$ cat src/rtl/win_xlat_pkg.sv
package win_xlat_pkg;
  localparam int DATA_W = 32;
  localparam int N_WIN  = 3;
  localparam int WIN_W  = 2;
  localparam int REL_W  = 28;

  typedef enum logic {
    XL_SHIFT  = 1'b0,
    XL_MASKED = 1'b1
  } xl_mode_e;

  // Window size for a given flavour and window number.
  function automatic logic [DATA_W-1:0] win_size(input xl_mode_e mode, input int w);
    if (mode == XL_SHIFT) begin
      return (w == 0) ? 32'h0C00_0000 : 32'h1000_0000;
    end
    case (w)
      0:       return 32'h0100_0000;
      1:       return 32'h0400_0000;
      default: return 32'h0800_0000;
    endcase
  endfunction
endpackage

$ cat src/rtl/win_xlat_regs.sv
module win_xlat_regs
  import win_xlat_pkg::*;
#(
  parameter int ADDR_W = 8,
  parameter int NWIN   = N_WIN
) (
  input  logic                        clk,
  input  logic                        rst_n,
  input  logic                        wr,
  input  logic                        rd,
  input  logic [3:0]                  be,
  input  logic [ADDR_W-1:0]           addr,
  input  logic [DATA_W-1:0]           wdata,
  output logic [DATA_W-1:0]           rdata,
  output logic                        err,
  output logic [NWIN-1:0][DATA_W-1:0] map_o
);
  localparam int WORD_W    = ADDR_W - 2;
  localparam int ID_WORD   = NWIN;
  localparam int FLAG_WORD = NWIN + 1;
  localparam int SMAP_WORD = NWIN + 2;

  logic [NWIN-1:0][DATA_W-1:0] map_q, smap_q;
  logic [DATA_W-1:0]           id_q, flags_q;

  logic [WORD_W-1:0] widx;
  logic              full, aligned, known, acc_ok;
  logic              hit_id, hit_flags;
  logic [NWIN-1:0]   hit_map, hit_smap;
  logic [DATA_W-1:0] rval;

  always_comb begin
    widx      = addr[ADDR_W-1:2];
    full      = (be == 4'hF);
    aligned   = (addr[1:0] == 2'b00);
    hit_id    = aligned && (widx == WORD_W'(ID_WORD));
    hit_flags = aligned && (widx == WORD_W'(FLAG_WORD));
    rval      = '0;
    if (hit_id)    rval = rval | id_q;
    if (hit_flags) rval = rval | flags_q;
    for (int w = 0; w < NWIN; w++) begin
      hit_map[w]  = aligned && (widx == WORD_W'(w));
      hit_smap[w] = aligned && (widx == WORD_W'(SMAP_WORD + w));
      if (hit_map[w])  rval = rval | map_q[w];
      if (hit_smap[w]) rval = rval | smap_q[w];
    end
    known  = (|hit_map) || (|hit_smap) || hit_id || hit_flags;
    acc_ok = full && known;
  end

  always_ff @(posedge clk or negedge rst_n) begin
    if (!rst_n) begin
      map_q   <= '0;
      smap_q  <= '0;
      id_q    <= '0;
      flags_q <= '0;
      rdata   <= '0;
      err     <= 1'b0;
    end else begin
      err   <= wr && !acc_ok;
      rdata <= (rd && acc_ok) ? rval : '0;
      if (wr && acc_ok) begin
        if (hit_id)    id_q    <= wdata;
        if (hit_flags) flags_q <= wdata;
        for (int w = 0; w < NWIN; w++) begin
          if (hit_map[w])  map_q[w]  <= wdata;
          if (hit_smap[w]) smap_q[w] <= wdata;
        end
      end
    end
  end

  assign map_o = map_q;

  // a rejected write leaves every register untouched
  p_bad_write_keeps_r4: assert property (@(posedge clk) disable iff (!rst_n)
    (wr && !(full && known)) |=> ($stable(map_q) && $stable(smap_q) &&
                                  $stable(id_q) && $stable(flags_q)));

  // a partial-strobe read yields zero
  p_partial_read_zero_r3: assert property (@(posedge clk) disable iff (!rst_n)
    (rd && (be != 4'hF)) |=> (rdata == '0));
endmodule

$ cat src/rtl/win_xlat_base.sv
module win_xlat_base
  import win_xlat_pkg::*;
#(
  parameter xl_mode_e MODE = XL_SHIFT,
  parameter int       NWIN = N_WIN
) (
  input  logic [NWIN-1:0][DATA_W-1:0] map_i,
  output logic [NWIN-1:0][DATA_W-1:0] base_o
);
  for (genvar w = 0; w < NWIN; w++) begin : g_win
    localparam logic [DATA_W-1:0] SZ = win_size(MODE, w);
    if (MODE == XL_SHIFT) begin : g_shift
      assign base_o[w] = map_i[w] << 28;
    end else begin : g_mask
      assign base_o[w] = map_i[w] & ~(SZ - 32'd1);
    end
  end
endmodule

$ cat src/rtl/win_xlat_pipe.sv
module win_xlat_pipe
  import win_xlat_pkg::*;
#(
  parameter xl_mode_e MODE = XL_SHIFT,
  parameter int       NWIN = N_WIN
) (
  input  logic                        clk,
  input  logic                        rst_n,
  input  logic [NWIN-1:0][DATA_W-1:0] base_i,
  input  logic                        in_valid,
  output logic                        in_ready,
  input  logic [WIN_W-1:0]            in_win,
  input  logic [REL_W-1:0]            in_rel,
  output logic                        out_valid,
  input  logic                        out_ready,
  output logic [DATA_W-1:0]           out_addr
);
  logic [NWIN-1:0][DATA_W-1:0] cand;
  logic [DATA_W-1:0]           addr_nx;
  logic [DATA_W-1:0]           rel32;

  assign rel32 = DATA_W'(in_rel);

  for (genvar w = 0; w < NWIN; w++) begin : g_fold
    localparam logic [DATA_W-1:0] SZ    = win_size(MODE, w);
    localparam int                SZW   = $clog2(SZ);
    localparam logic [DATA_W-1:0] SMASK = (32'd1 << SZW) - 32'd1;
    logic [DATA_W-1:0] trunc, fold;
    always_comb begin
      trunc   = rel32 & SMASK;
      fold    = (trunc >= SZ) ? (trunc - SZ) : trunc;
      cand[w] = base_i[w] + fold;
    end
  end

  always_comb begin
    addr_nx = '0;
    for (int w = 0; w < NWIN; w++) begin
      if (in_win == WIN_W'(w)) addr_nx = cand[w];
    end
  end

  assign in_ready = !out_valid || out_ready;

  always_ff @(posedge clk or negedge rst_n) begin
    if (!rst_n) begin
      out_valid <= 1'b0;
      out_addr  <= '0;
    end else if (in_ready) begin
      out_valid <= in_valid;
      if (in_valid) out_addr <= addr_nx;
    end
  end

  p_ready_when_idle_r11: assert property (@(posedge clk) disable iff (!rst_n)
    !out_valid |-> in_ready);

  p_stall_hold_r11: assert property (@(posedge clk) disable iff (!rst_n)
    (out_valid && !out_ready) |=> (out_valid && $stable(out_addr)));

  p_unmapped_zero_r10: assert property (@(posedge clk) disable iff (!rst_n)
    (in_valid && in_ready && (in_win >= WIN_W'(NWIN))) |=> (out_addr == '0));
endmodule

$ cat src/rtl/win_xlat_top.sv
module win_xlat_top
  import win_xlat_pkg::*;
#(
  parameter xl_mode_e MODE   = XL_SHIFT,
  parameter int       ADDR_W = 8
) (
  input  logic              clk,
  input  logic              rst_n,
  input  logic              reg_wr,
  input  logic              reg_rd,
  input  logic [3:0]        reg_be,
  input  logic [ADDR_W-1:0] reg_addr,
  input  logic [DATA_W-1:0] reg_wdata,
  output logic [DATA_W-1:0] reg_rdata,
  output logic              reg_err,
  input  logic              req_valid,
  output logic              req_ready,
  input  logic [WIN_W-1:0]  req_win,
  input  logic [REL_W-1:0]  req_rel,
  output logic              rsp_valid,
  input  logic              rsp_ready,
  output logic [DATA_W-1:0] rsp_addr
);
  logic [N_WIN-1:0][DATA_W-1:0] map_w, base_w;

  win_xlat_regs #(.ADDR_W(ADDR_W), .NWIN(N_WIN)) u_regs (
    .clk   (clk),
    .rst_n (rst_n),
    .wr    (reg_wr),
    .rd    (reg_rd),
    .be    (reg_be),
    .addr  (reg_addr),
    .wdata (reg_wdata),
    .rdata (reg_rdata),
    .err   (reg_err),
    .map_o (map_w)
  );

  win_xlat_base #(.MODE(MODE), .NWIN(N_WIN)) u_base (
    .map_i  (map_w),
    .base_o (base_w)
  );

  win_xlat_pipe #(.MODE(MODE), .NWIN(N_WIN)) u_pipe (
    .clk       (clk),
    .rst_n     (rst_n),
    .base_i    (base_w),
    .in_valid  (req_valid),
    .in_ready  (req_ready),
    .in_win    (req_win),
    .in_rel    (req_rel),
    .out_valid (rsp_valid),
    .out_ready (rsp_ready),
    .out_addr  (rsp_addr)
  );
endmodule

$ cat config.mk
export PLATFORM = sky130hd
export DESIGN_NAME = win_xlat_top
export DESIGN_NICKNAME = d
export VERILOG_FILES = /design/src/rtl/win_xlat_pkg.sv /design/src/rtl/win_xlat_regs.sv /design/src/rtl/win_xlat_base.sv /design/src/rtl/win_xlat_pipe.sv /design/src/rtl/win_xlat_top.sv
export SDC_FILE = /design/constraint.sdc
export NUM_CORES = 1
export LEC_CHECK = 0
export BUFFER_PORTS_ARGS = -buffer_cell sky130_fd_sc_hd__buf_4
export CELL_PAD_IN_SITES_DETAIL_PLACEMENT = 0
export CELL_PAD_IN_SITES_GLOBAL_PLACEMENT = 1
export CORE_UTILIZATION = 44
export CTS_CLUSTER_SIZE = 28
export DETAILED_ROUTE_END_ITERATION = 7
export PLACE_DENSITY = 0.85
export SLEW_MARGIN = 20
export SYNTH_ARGS = -nofsm -noshare
export SYNTH_HDL_FRONTEND = slang
export SYNTH_SLANG_ARGS = --single-unit
$ cat constraint.sdc
create_clock -name clk -period 1.4 [get_ports clk]
set_input_delay 0 -clock clk [delete_from_list [all_inputs] [get_ports clk]]
set_output_delay 0 -clock clk [all_outputs]
set_load 0.005 [all_outputs]
# Word level (Yosys, flattened, before mapping)
# Cells that the tools add are included.
[totals]
reg_bits = 322
memories = 0
out_inout_bits = 67
rom_bits = 0
ram_bits = 0
wordCells = 82
input_bits = 80
latch_bits = 0
[op_classes]
magnitude_cmp = 2
addsub = 5
bitwise_logic = 7
div_mod_pow = 0
shifts = 0
eq_ne = 10
reduce_logical = 32
muxes = 14
n_mul = 0
[op_table]
columns = ["op", "count"]
rows = [
  ["32-bit 2-to-1 mux", 14],
  ["32-bit bitwise OR", 7],
  ["32-bit adder", 3],
  ["28-bit by 29-bit subtractor with 30-bit output (second input constant)", 1],
  ["28-bit by 29-bit greater-or-equal comparator with 1-bit output (second input constant)", 1],
  ["28-bit by 28-bit subtractor with 29-bit output (second input constant)", 1],
  ["28-bit greater-or-equal comparator (second input constant)", 1],
  ["6-bit by 3-bit equality test with 1-bit output (second input constant)", 4],
  ["2-bit AND reduction", 9],
  ["6-bit by 2-bit equality test with 1-bit output (second input constant)", 2],
  ["1-bit logical AND", 12],
  ["6-bit by 1-bit equality test with 1-bit output (second input constant)", 1],
  ["6-bit zero test", 1],
  ["3-bit OR reduction", 2],
  ["4-bit equality test (second input constant)", 1],
  ["2-bit zero test", 2],
  ["1-bit logical OR", 4],
  ["2-bit by 1-bit equality test with 1-bit output (second input constant)", 1],
  ["2-bit equality test (second input constant)", 1],
  ["1-bit zero test", 2],
]

# Longest topological paths before layout
# Gate-level depths: netlist (run 1).
[depth]
ltp_word = 18
depth_mapped = 7
mapped_depth_nobuf = 6

# Hierarchy
# A second synthesis (run 1) with hierarchy kept.
[hier_totals]
cells_unflattened = 1733
area_unflattened_um2 = 19394.9
[by_module_without_submodules]
columns = ["mod", "seq_area_each_um2", "area_each_um2", "cells_per_inst", "instances"]
rows = [
  ["win_xlat_regs", 7231.9, 12520.8, 824, 1],
  ["win_xlat_pipe", 825.8, 6149.6, 812, 1],
  ["win_xlat_base", 0.0, 724.4, 97, 1],
]

# Worst setup path before layout (run 1)
# Ideal clock, no wire load.
[synth_path]
kind = "input to register"
from = "input reg_addr[0]"
to = "register u_regs.id_q[10]"
required_time_ps = 1275
path_slack_ps = -366
setup_time_ps = 125
cell_stages = 6
path_buffers = 2
arrival_ps = 1641
cell_sequence = "or4_4 nor3_4 and4_1 clkbuf_2 buf_6 mux2_2"
[synth_via]
elab_chain_len = 9
elab_cells_between_ends = 17
classes_between = "reduce/logical (17)"
[synth_lines]
columns = ["element", "line_no", "text"]
rows = [
  ["start: declaration", "win_xlat_top.sv:12", "input logic [ADDR_W-1:0] reg_addr,"],
  ["2-bit zero test (*)", "win_xlat_regs.sv:35", "aligned = (addr[1:0] == 2'b00);"],
  ["1-bit logical AND, on equally long branches", "win_xlat_regs.sv:42, win_xlat_regs.sv:43", ""],
  ["3-bit OR reduction", "win_xlat_regs.sv:47", "known = (|hit_map) || (|hit_smap) || hit_id || hit_flags;"],
  ["1-bit logical OR (3 in a row)", "win_xlat_regs.sv:47", ""],
  ["1-bit logical AND", "win_xlat_regs.sv:48", "acc_ok = full && known;"],
  ["1-bit logical AND", "win_xlat_regs.sv:62", "if (wr && acc_ok) begin"],
  ["2-bit AND reduction (no source line) (*)", "-", ""],
  ["end signal: assignment", "win_xlat_regs.sv:63", "if (hit_id) id_q <= wdata;"],
  ["end: declaration", "win_xlat_regs.sv:24", "logic [DATA_W-1:0] id_q, flags_q;"],
]
# Mark *: on every way between the ends. The rest lies on a longest branch, timed or not.
# A chain may end at the register's enable or synchronous reset.

# Final worst setup path (run 1)
[layout_path]
from = "input reg_addr[6]"
to = "register u_regs.smap_q[52] in the netlist's numbering"
[layout_via]
elab_chain_len = 9
elab_cells_between_ends = 24
classes_between = "eq/ne (7); reduce/logical (17)"
[layout_lines]
columns = ["element", "line_no", "text"]
rows = [
  ["6-bit by 1-bit equality test with 1-bit output, or another cell as far along", "win_xlat_regs.sv:42", "hit_map[w] = aligned && (widx == WORD_W'(w));"],
  ["1-bit logical AND, on equally long branches", "win_xlat_regs.sv:42, win_xlat_regs.sv:43", ""],
  ["3-bit OR reduction", "win_xlat_regs.sv:47", ""],
  ["1-bit logical OR (3 in a row)", "win_xlat_regs.sv:47", ""],
  ["1-bit logical AND", "win_xlat_regs.sv:48", ""],
  ["1-bit logical AND", "win_xlat_regs.sv:62", ""],
  ["2-bit AND reduction (no source line) (*)", "-", ""],
  ["end signal: indexed assignment", "win_xlat_regs.sv:67", "if (hit_smap[w]) smap_q[w] <= wdata;"],
  ["end: declaration", "win_xlat_regs.sv:23", "logic [NWIN-1:0][DATA_W-1:0] map_q, smap_q;"],
]
# Marked as above.

==> Flow_metrics.wiki, run 1 <==
{| class="wikitable"
! Metric !! Value
|-
| Final core utilization || between 60% and 70%
|-
| # DRC || 4
|-
| Routed wire per std cell || 21.5 um
|-
| Max Clk Rate || 657 MHz
|-
| Arrival time of data at the critical path endpoint || approximately 1.9 ns
|-
| Final hold slack || -0.158 ns
|-
| Pins over their slew limit || 0
|-
| Proportion of synthesized flip-flops having asynchronous set or reset || 100%
|-
| Maximum Capacitance Violations || 0
|-
| Clock tree from TritonCTS || yes
|-
| Capture instance of the worst register-to-register path || u_regs.rdata[7]
|-
| Routability-driven placement congestion ratio || between 0.7 and 0.8
|-
| Max Buffers Root-to-Sink || 3
|-
| TritonCTS Buffers || 35
|-
| Number of global-route vias before repair || 9960
|-
| Post-synth EDFFs || 0
|-
| Hold Path Cell Cnt || 2
|-
| Count of H-tree levels built during CTS || 2
|-
| Crit path depth || 6
|-
| Endpoint required time on the critical path || 1.79 ns
|-
| Critical path, cell by cell || buf_6 > or4_4 > nor3_4 > and4_4 > clkbuf_16 > mux2_4
|-
| Clk slew on worst S/H paths || around 0.050 ns
|-
| Layout net count || about 1300
|-
| Post-synth cell types || 45
|-
| Violations in the final reports || DRC, hold timing, setup timing
|-
| Standard cell with the maximum stage delay on the critical path || sky130_fd_sc_hd__or4_4
|-
| Total grt overflow || 0
|-
| Total via count in the routed design || 9307
|-
| FP Rows || 65
|-
| Antenna viol nets, final || 0
|-
| Number of DRC markers in iteration 0 || between 400 and 500
|-
| Max stage delay on crit path || ~0.56 ns
|-
| Placeable core region || about 32000 um2
|-
| Sink Count || about 320
|-
| Final Setup Violations || ~220
|-
| Signed area change from the synthesized netlist to the final layout || 35.2%
|-
| Launch instance of the worst register-to-register path || u_regs.smap_q[71]
|-
| Total I/O pin count || about 150
|-
| Clock insertion delay at the later pin of the skew report || 0.51 ns
|-
| GRT Util Overall || around 22%
|-
| Count of final hold-check violations || 1
|-
| Power density over the cells || approximately 1100 nW/um2
|-
| Final antenna diode count || 0
|-
| Top area cells in the synthesized netlist || sky130_fd_sc_hd__dfrtp_1, sky130_fd_sc_hd__mux2_2, sky130_fd_sc_hd__mux4_2
|-
| Final Power || 20.6 mW
|-
| Cell taking the most area after synthesis || sky130_fd_sc_hd__dfrtp_1
|-
| Post-route minimum period || 1.52 ns
|-
| Overall die height || between 150 and 200 um
|-
| Static power due to leakage || around 9.4 nW
|-
| Cell count of the worst reg-to-reg path || 4
|-
| Post-detail-place hpwl || ~21000 um
|-
| Total die area || approximately 33000 um2
|-
| Result of the run || finished with violations
|-
| Flip-flop cell with the highest count after synthesis || sky130_fd_sc_hd__dfrtp_1
|-
| Effective utilization at floorplan || about 45%
|-
| Antenna violations before repair || 0
|-
| Wire length of the first global-routing pass || around 56000 um
|-
| Final WL || 36400 um
|-
| Mapped Area || approximately 14000 um2
|-
| Maximum fanout count along the critical path || 8
|-
| Port buffer count || approximately 150
|-
| Unrepaired setup endpoints after global routing || yes
|-
| Hold Crit Class || input pin to register
|-
| WHS Endpoint || u_regs.err
|-
| Count of warnings emitted by yosys || 0
|-
| Share of post-route cells with drive strength above 1 || around half
|-
| Portion of synthesized cell area occupied by the leading cell type || 57.2%
|-
| Post-detailed-route via-to-cell ratio || approximately 5.5
|-
| Min-Delay Startpoint || reg_wr
|-
| Critical path capture point type || register
|-
| Setup CP Type || input pin to register
|-
| Critical Path Source Type || input pin
|-
| Bufs and invs on worst path || 2
|-
| Number of search-and-repair iterations in the first detailed-routing pass || 7
|-
| Post-synthesis cell count || between 900 and 1000
|-
| Flop-to-flop setup slack || around 0.050 ns
|-
| Cell family with most CP delay || simple AND/OR/NAND/NOR gates
|-
| Fin crit share || 109%
|-
| Pin count of the biggest net entering global routing || 57
|-
| Final Skew || about 0.014 ns
|-
| Mean instance size in the synthesized netlist || 14.5 um2
|-
| Worst setup startpoint || reg_addr[6]
|-
| Register area share after synthesis || a little under three fifths
|-
| Synth Register Bits || 322
|-
| Die width || approximately 180 um
|-
| Worst Slack Setup Final || -0.121 ns
|-
| Max IR drop VDD || 0.000716 V
|-
| Clock Tree Root || sky130_fd_sc_hd__clkbuf_16
|-
| Setup Total Neg Slack || -14.32 ns
|}
==> where the power goes <==
group | leakage (nW) | switching [mW] | internal [mW]
Sequential | 4.45 | 0.0871 | 9.46
Clock | 0.588 | 3.71 | 5.72
Combinational | 4.34 | 0.814 | 0.770
Total | 9.38 | 4.61 | 16.0
==> worst max path at each step <==
stage                    endpoint  slack [ns]
4_1_cts        u_regs.flags_q[28]       -0.09
5_1_grt         u_regs.flags_q[4]       -0.14
2_1_floorplan     u_regs.id_q[10]       -0.35
3_5_place_dp      u_regs.id_q[20]       -0.66
3_3_place_gp     u_regs.map_o[51]       -0.61
6_report        u_regs.smap_q[52]       -0.12
==> repair_timing <==
| item | 4_1_cts | 5_1_grt |
|---|---|---|
| hold buffers | 70 | 1 |
| gates cloned | 3 | 10 |
| gates resized for setup | 22 | 22 |
| endpoints found under the hold margin | 618 | 14 |
| buffers inserted | 2 | 1 |
| pin swaps | 6 | 8 |
| endpoints found under the setup margin | 220 | 258 |
==> cells in the final DEF (no fill, tap or decap), types with 2 or more instances in the layout <==
master	instances
sky130_fd_sc_hd__a21oi_1	9
sky130_fd_sc_hd__a21oi_2	2
sky130_fd_sc_hd__nand3_4	3
sky130_fd_sc_hd__nor3b_1	2
sky130_fd_sc_hd__nand2b_1	2
sky130_fd_sc_hd__a22oi_1	7
sky130_fd_sc_hd__a221oi_2	5
sky130_fd_sc_hd__clkbuf_8	12
sky130_fd_sc_hd__clkbuf_1	6
sky130_fd_sc_hd__and4_4	2
sky130_fd_sc_hd__mux2_2	175
sky130_fd_sc_hd__dlygate4sd3_1	69
sky130_fd_sc_hd__nand2_1	79
sky130_fd_sc_hd__o21ai_0	34
sky130_fd_sc_hd__conb_1	4
sky130_fd_sc_hd__nor3_1	5
sky130_fd_sc_hd__mux2i_1	27
sky130_fd_sc_hd__buf_4	190
sky130_fd_sc_hd__mux4_2	46
sky130_fd_sc_hd__mux2_4	97
sky130_fd_sc_hd__buf_6	11
sky130_fd_sc_hd__nor2b_1	8
sky130_fd_sc_hd__o22ai_1	4
sky130_fd_sc_hd__bufinv_16	2
sky130_fd_sc_hd__a31oi_1	5
sky130_fd_sc_hd__clkinv_2	3
sky130_fd_sc_hd__and2_1	6
sky130_fd_sc_hd__clkbuf_16	45
sky130_fd_sc_hd__nand3_1	5
sky130_fd_sc_hd__a21o_1	6
sky130_fd_sc_hd__o2bb2ai_1	3
sky130_fd_sc_hd__buf_12	28
sky130_fd_sc_hd__dfrtp_1	322
sky130_fd_sc_hd__buf_16	3
sky130_fd_sc_hd__ha_1	3
sky130_fd_sc_hd__nor2_1	33
sky130_fd_sc_hd__a22o_1	2
==> area by class of cell <==
cell class,instances,area (um2)
repair buffers,311,3120
clock buffers,54,1090
flip-flops and latches,322,8060
clock inverters,7,100
well taps,402,503
multi-input cells,592,6180
inverters,2,7.51
fillers,2325,12500
==> sequential cells by signal, summed over array words and instances (netlist names) <==
name and count:
u_regs.err 1, u_regs.id_q 32, u_regs.rdata 32, u_regs.flags_q 32, u_regs.map_o 96, u_pipe.out_valid 1, u_regs.smap_q 96, u_pipe.out_addr 32
==> cells in the mapped netlist (4+ instances only) <==
cell type                  number
sky130_fd_sc_hd__nor2_1        33
sky130_fd_sc_hd__o22ai_1        4
sky130_fd_sc_hd__buf_6         12
sky130_fd_sc_hd__buf_2         20
sky130_fd_sc_hd__nand2_1       81
sky130_fd_sc_hd__dfrtp_1      322
sky130_fd_sc_hd__nor3_1         5
sky130_fd_sc_hd__a21oi_1       11
sky130_fd_sc_hd__nor2b_1        8
sky130_fd_sc_hd__ha_1           4
sky130_fd_sc_hd__buf_1          5
sky130_fd_sc_hd__a31oi_1        5
sky130_fd_sc_hd__mux4_2        46
sky130_fd_sc_hd__o21ai_0       35
sky130_fd_sc_hd__a21o_1         6
sky130_fd_sc_hd__mux2_1         5
sky130_fd_sc_hd__clkbuf_1      19
sky130_fd_sc_hd__mux2i_1       27
sky130_fd_sc_hd__and2_1         6
sky130_fd_sc_hd__a22oi_1        7
sky130_fd_sc_hd__mux2_2       267
sky130_fd_sc_hd__nand3_1        8
sky130_fd_sc_hd__a221oi_1       6
==> per-stage QoR <==
stage	cells	setup WS (ns)	area (um2)
finish	1690	-0.121	19100
global placement	1544	-0.607	16600
detailed placement	1544	-0.657	16600
CTS	1680	-0.0890	18700
global route	1690	-0.137	19100
floorplan	978	-0.351	14600
==> kinds of logic after synthesis <==
logic type                 count (synthesis)  share of synthesized area (%)
muxes                                    345                           31.0
and+or+nand+nor                          154                           5.00
DFF                                      322                           57.2
buffers and inverters                     64                           2.63
AOI/OAI and AO/OA                         83                           3.64
xor gates and xnor gates                   1                         0.0621
adders and majority gates                  5                          0.497
other                                      1                         0.0266
==> layer usage <==
layer | wire [um] | vias up | track usage (%)
met5 | 0 | - | 0
met4 | 739 | 0 | 3.90
li1 | - | 4123 | -
met2 | 17600 | 277 | 36.2
met1 | 16200 | 4845 | 30.4
met3 | 1830 | 62 | 3.77
No activity file was read; power rests on OpenSTA's default activity.
==> inputs of run 2 (changes only) <==
- ABC_AREA: default -> 1
- CORE_UTILIZATION: 44 -> 39
- PLACE_DENSITY: 0.85 -> 0.84
==> Flow_metrics.wiki, run 2 <==
{| class="wikitable"
! Metric !! Value
|-
| Result of the run || finished clean
|-
| Met1 layer usage reported by global route || a little over a third
|-
| Wire length of the first global-routing pass || ~74000 um
|-
| Routed wire per std cell || around 18 um
|-
| Effective utilization at floorplan || approximately two fifths
|-
| Portion of synthesized cell area occupied by the leading cell type || between 50 and 60%
|-
| Signed area change from the synthesized netlist to the final layout || 28.2%
|-
| Setup CP Type || register to register
|-
| Clock Tree Root || sky130_fd_sc_hd__clkbuf_16
|-
| Register area share after synthesis || 54.9%
|-
| Pins over their slew limit || 0
|-
| Final Skew || 0.0151 ns
|-
| Post-synthesis cell count || between 1500 and 2000
|-
| Leading post-synthesis cells by instance count || sky130_fd_sc_hd__nand2_1, sky130_fd_sc_hd__dfrtp_1, sky130_fd_sc_hd__nand3_1, sky130_fd_sc_hd__nor2_1, sky130_fd_sc_hd__clkbuf_1
|-
| Most heavily used metal layer in global routing || met2
|-
| Flip-flop cell with the highest count after synthesis || sky130_fd_sc_hd__dfrtp_1
|-
| Sink Count || approximately 320
|-
| Slew headroom || between 60% and 70%
|-
| Static power due to leakage || a little over 10 nW
|-
| Maximum fanout count along the critical path || 4
|-
| Critical path capture point type || register
|-
| Measured slew at the worst slew-check pin || approximately 0.55 ns
|-
| Top area cells in the synthesized netlist || sky130_fd_sc_hd__dfrtp_1, sky130_fd_sc_hd__nand2_1, sky130_fd_sc_hd__nand3_1
|-
| Total via count in the routed design || roughly 13000
|-
| Endpoint required time on the critical path || between 1.5 and 2 ns
|-
| Total I/O pin count || 147
|-
| Final Power || between 20 and 25 mW
|-
| Clock insertion delay at the later pin of the skew report || between 0.5 and 0.6 ns
|-
| Overall die height || around 200 um
|-
| Maximum Capacitance Violations || 0
|-
| Share of post-route cells with drive strength above 1 || around 16%
|-
| Cell taking the most area after synthesis || sky130_fd_sc_hd__dfrtp_1
|-
| Clk slew on worst S/H paths || roughly 0.06 ns
|-
| Met2 GRT Util || roughly two fifths
|-
| Number of global-route vias before repair || around 13000
|-
| Most common cell after layout, fill and taps aside || sky130_fd_sc_hd__nand2_1
|-
| Number of DRC markers in iteration 0 || 1059
|-
| Post-route minimum period || between 1 and 1.5 ns
|-
| Placeable core region || ~37000 um2
|-
| Critical Path Source Type || register
|-
| Fin crit share || 93.6%
|-
| # Post-CTS Setup Buffers || 0
|-
| Max IR drop VDD || a little under 0.0008 V
|-
| Mapped Area || roughly 15000 um2
|-
| Max Buffers Root-to-Sink || 3
|-
| Number of search-and-repair iterations in the first detailed-routing pass || 5
|-
| Layout net count || about 2200
|-
| Arrival time of data at the critical path endpoint || roughly 1.7 ns
|-
| Total die area || between 30000 and 40000 um2
|-
| Setup Total Neg Slack || 0 ns
|-
| Count of warnings emitted by yosys || 0
|-
| Final Setup Violations || 0
|-
| Post-synth cell types || 22
|-
| Post-detail-place hpwl || between 30000 and 40000 um
|-
| Most instantiated library cell after synthesis || sky130_fd_sc_hd__nand2_1
|-
| Die width || 196 um
|-
| Fillers || 3506
|-
| Synth Register Bits || approximately 320
|-
| Commonest non-fill, non-tap cells in the layout || sky130_fd_sc_hd__nand2_1, sky130_fd_sc_hd__dfrtp_1, sky130_fd_sc_hd__buf_4
|-
| GRT Util Overall || 25.1%
|-
| Final hold slack || about 0.15 ns
|-
| Post-synth EDFFs || 0
|-
| Post-detailed-route via-to-cell ratio || about 5.0
|-
| Global-route met3 utilization || under 10%
|-
| Instance area at placement || around 17000 um2
|-
| FP Rows || 70
|-
| Pin count of the biggest net entering global routing || 61
|-
| Power density over the cells || around 1100 nW/um2
|-
| Cell area after layout || ~19000 um2
|-
| Unrepaired setup endpoints after global routing || no
|-
| Antenna viol nets, final || 0
|-
| Mean instance size in the synthesized netlist || roughly 7.7 um2
|-
| Routability-driven placement congestion ratio || about 0.86
|-
| Antenna violations before repair || 1
|-
| Clock tree from TritonCTS || yes
|-
| Count of final hold-check violations || 0
|-
| Final WL || approximately 47000 um
|-
| Final core utilization || between 50% and 60%
|-
| # DRC || 0
|-
| Total grt overflow || 0
|-
| Max Clk Rate || roughly 760 MHz
|-
| Port buffer count || around 150
|-
| Flop-to-flop setup slack || between 0.08 and 0.09 ns
|-
| Hold Crit Class || input pin to register
|-
| TritonCTS Buffers || 36
|-
| Count of H-tree levels built during CTS || 2
|-
| Proportion of synthesized flip-flops having asynchronous set or reset || 100%
|}
-- run 2: cell types whose count changed after synthesis, sizes merged, moves of 7 or more --
cell,previous run,this run
inv,1,70
mux2,272,0
nand4,1,48
a21oi,11,36
a22oi,7,0
nand3,8,188
mux4,46,0
nor2,33,121
clkbuf,22,76
mux2i,27,0
buf,40,67
nand2,81,935
nor2b,8,0
-- run 2: cell type report --
cell class | count | area, um2 | area share, %
antenna | 1 | 2.50 | 0.0133
clock buffer | 58 | 1110 | 5.92
clock inverter | 3 | 22.5 | 0.120
inverter | 70 | 263 | 1.40
multi-input combinational | 1385 | 5790 | 30.8
sequential | 322 | 8060 | 42.8
tap | 504 | 631 | 3.35
timing repair buffer | 333 | 2940 | 15.6
-- run 2: cells by family (layout without fill, tap and decap cells) --
group                      count (synthesis)  count (layout)  synth area share [%]
DFF                                      322             322                  54.9
other                                      1               5                0.0255
and+or+nand+nor                         1293            1293                  35.8
adders and majority gates                  5               5                 0.477
buffers and inverters                    213             464                  5.96
AOI/OAI and AO/OA                         82              82                  2.85
xor gates and xnor gates                   1               1                0.0597
-- run 2: repair_timing --
action,in CTS,in global routing
resized for setup,0,1
hold buffers,69,0
endpoints found under the setup margin,0,1
hold endpoints to repair,613,0
-- run 2: worst paths after layout --
| path | from | endpoint | depth (start not counted) |
|---|---|---|---|
| max in group asynchronous | rst_n | u_regs.smap_q[7] | 4 |
| max | u_regs.map_o[1] | u_pipe.out_addr[29] | 3 |
| min in group asynchronous | rst_n | u_regs.map_o[12] | 3 |
| min | reg_be[3] | u_regs.err | 8 |
| max reg2reg | u_regs.map_o[1] | u_pipe.out_addr[29] | 3 |
| min reg2reg | u_regs.smap_q[92] | u_regs.smap_q[92] | 2 |
-- run 2: critical path: stages, from the launching register on --
cell	delay, ns
sky130_fd_sc_hd__dfrtp_1	0.44
sky130_fd_sc_hd__fa_1	0.49
sky130_fd_sc_hd__a21oi_1	0.17
sky130_fd_sc_hd__a31oi_1	0.09
-- run 2: power by group --
| part | total (mW) | internal (mW) | switching [mW] |
|---|---|---|---|
| registers | 9.51 | 9.44 | 0.0717 |
| clock network | 9.22 | 5.43 | 3.79 |
| logic | 1.43 | 0.627 | 0.807 |
| total | 20.2 | 15.5 | 4.67 |
-- run 2: through the flow --
stage,instances,worst slack [ns]
6_report,2676,0.0890
5_1_grt,2676,0.0365
4_1_cts,2675,0.114
3_5_place_dp,2545,-0.196
3_3_place_gp,2545,-0.184
2_1_floorplan,1920,0.0922
-- run 2: metal layers --
layer | vias to the layer above | routed length [um]
met2 | 456 | 22000
met5 | - | 0
met4 | 0 | 1300
met1 | 6348 | 20900
li1 | 6456 | -
met3 | 95 | 3000
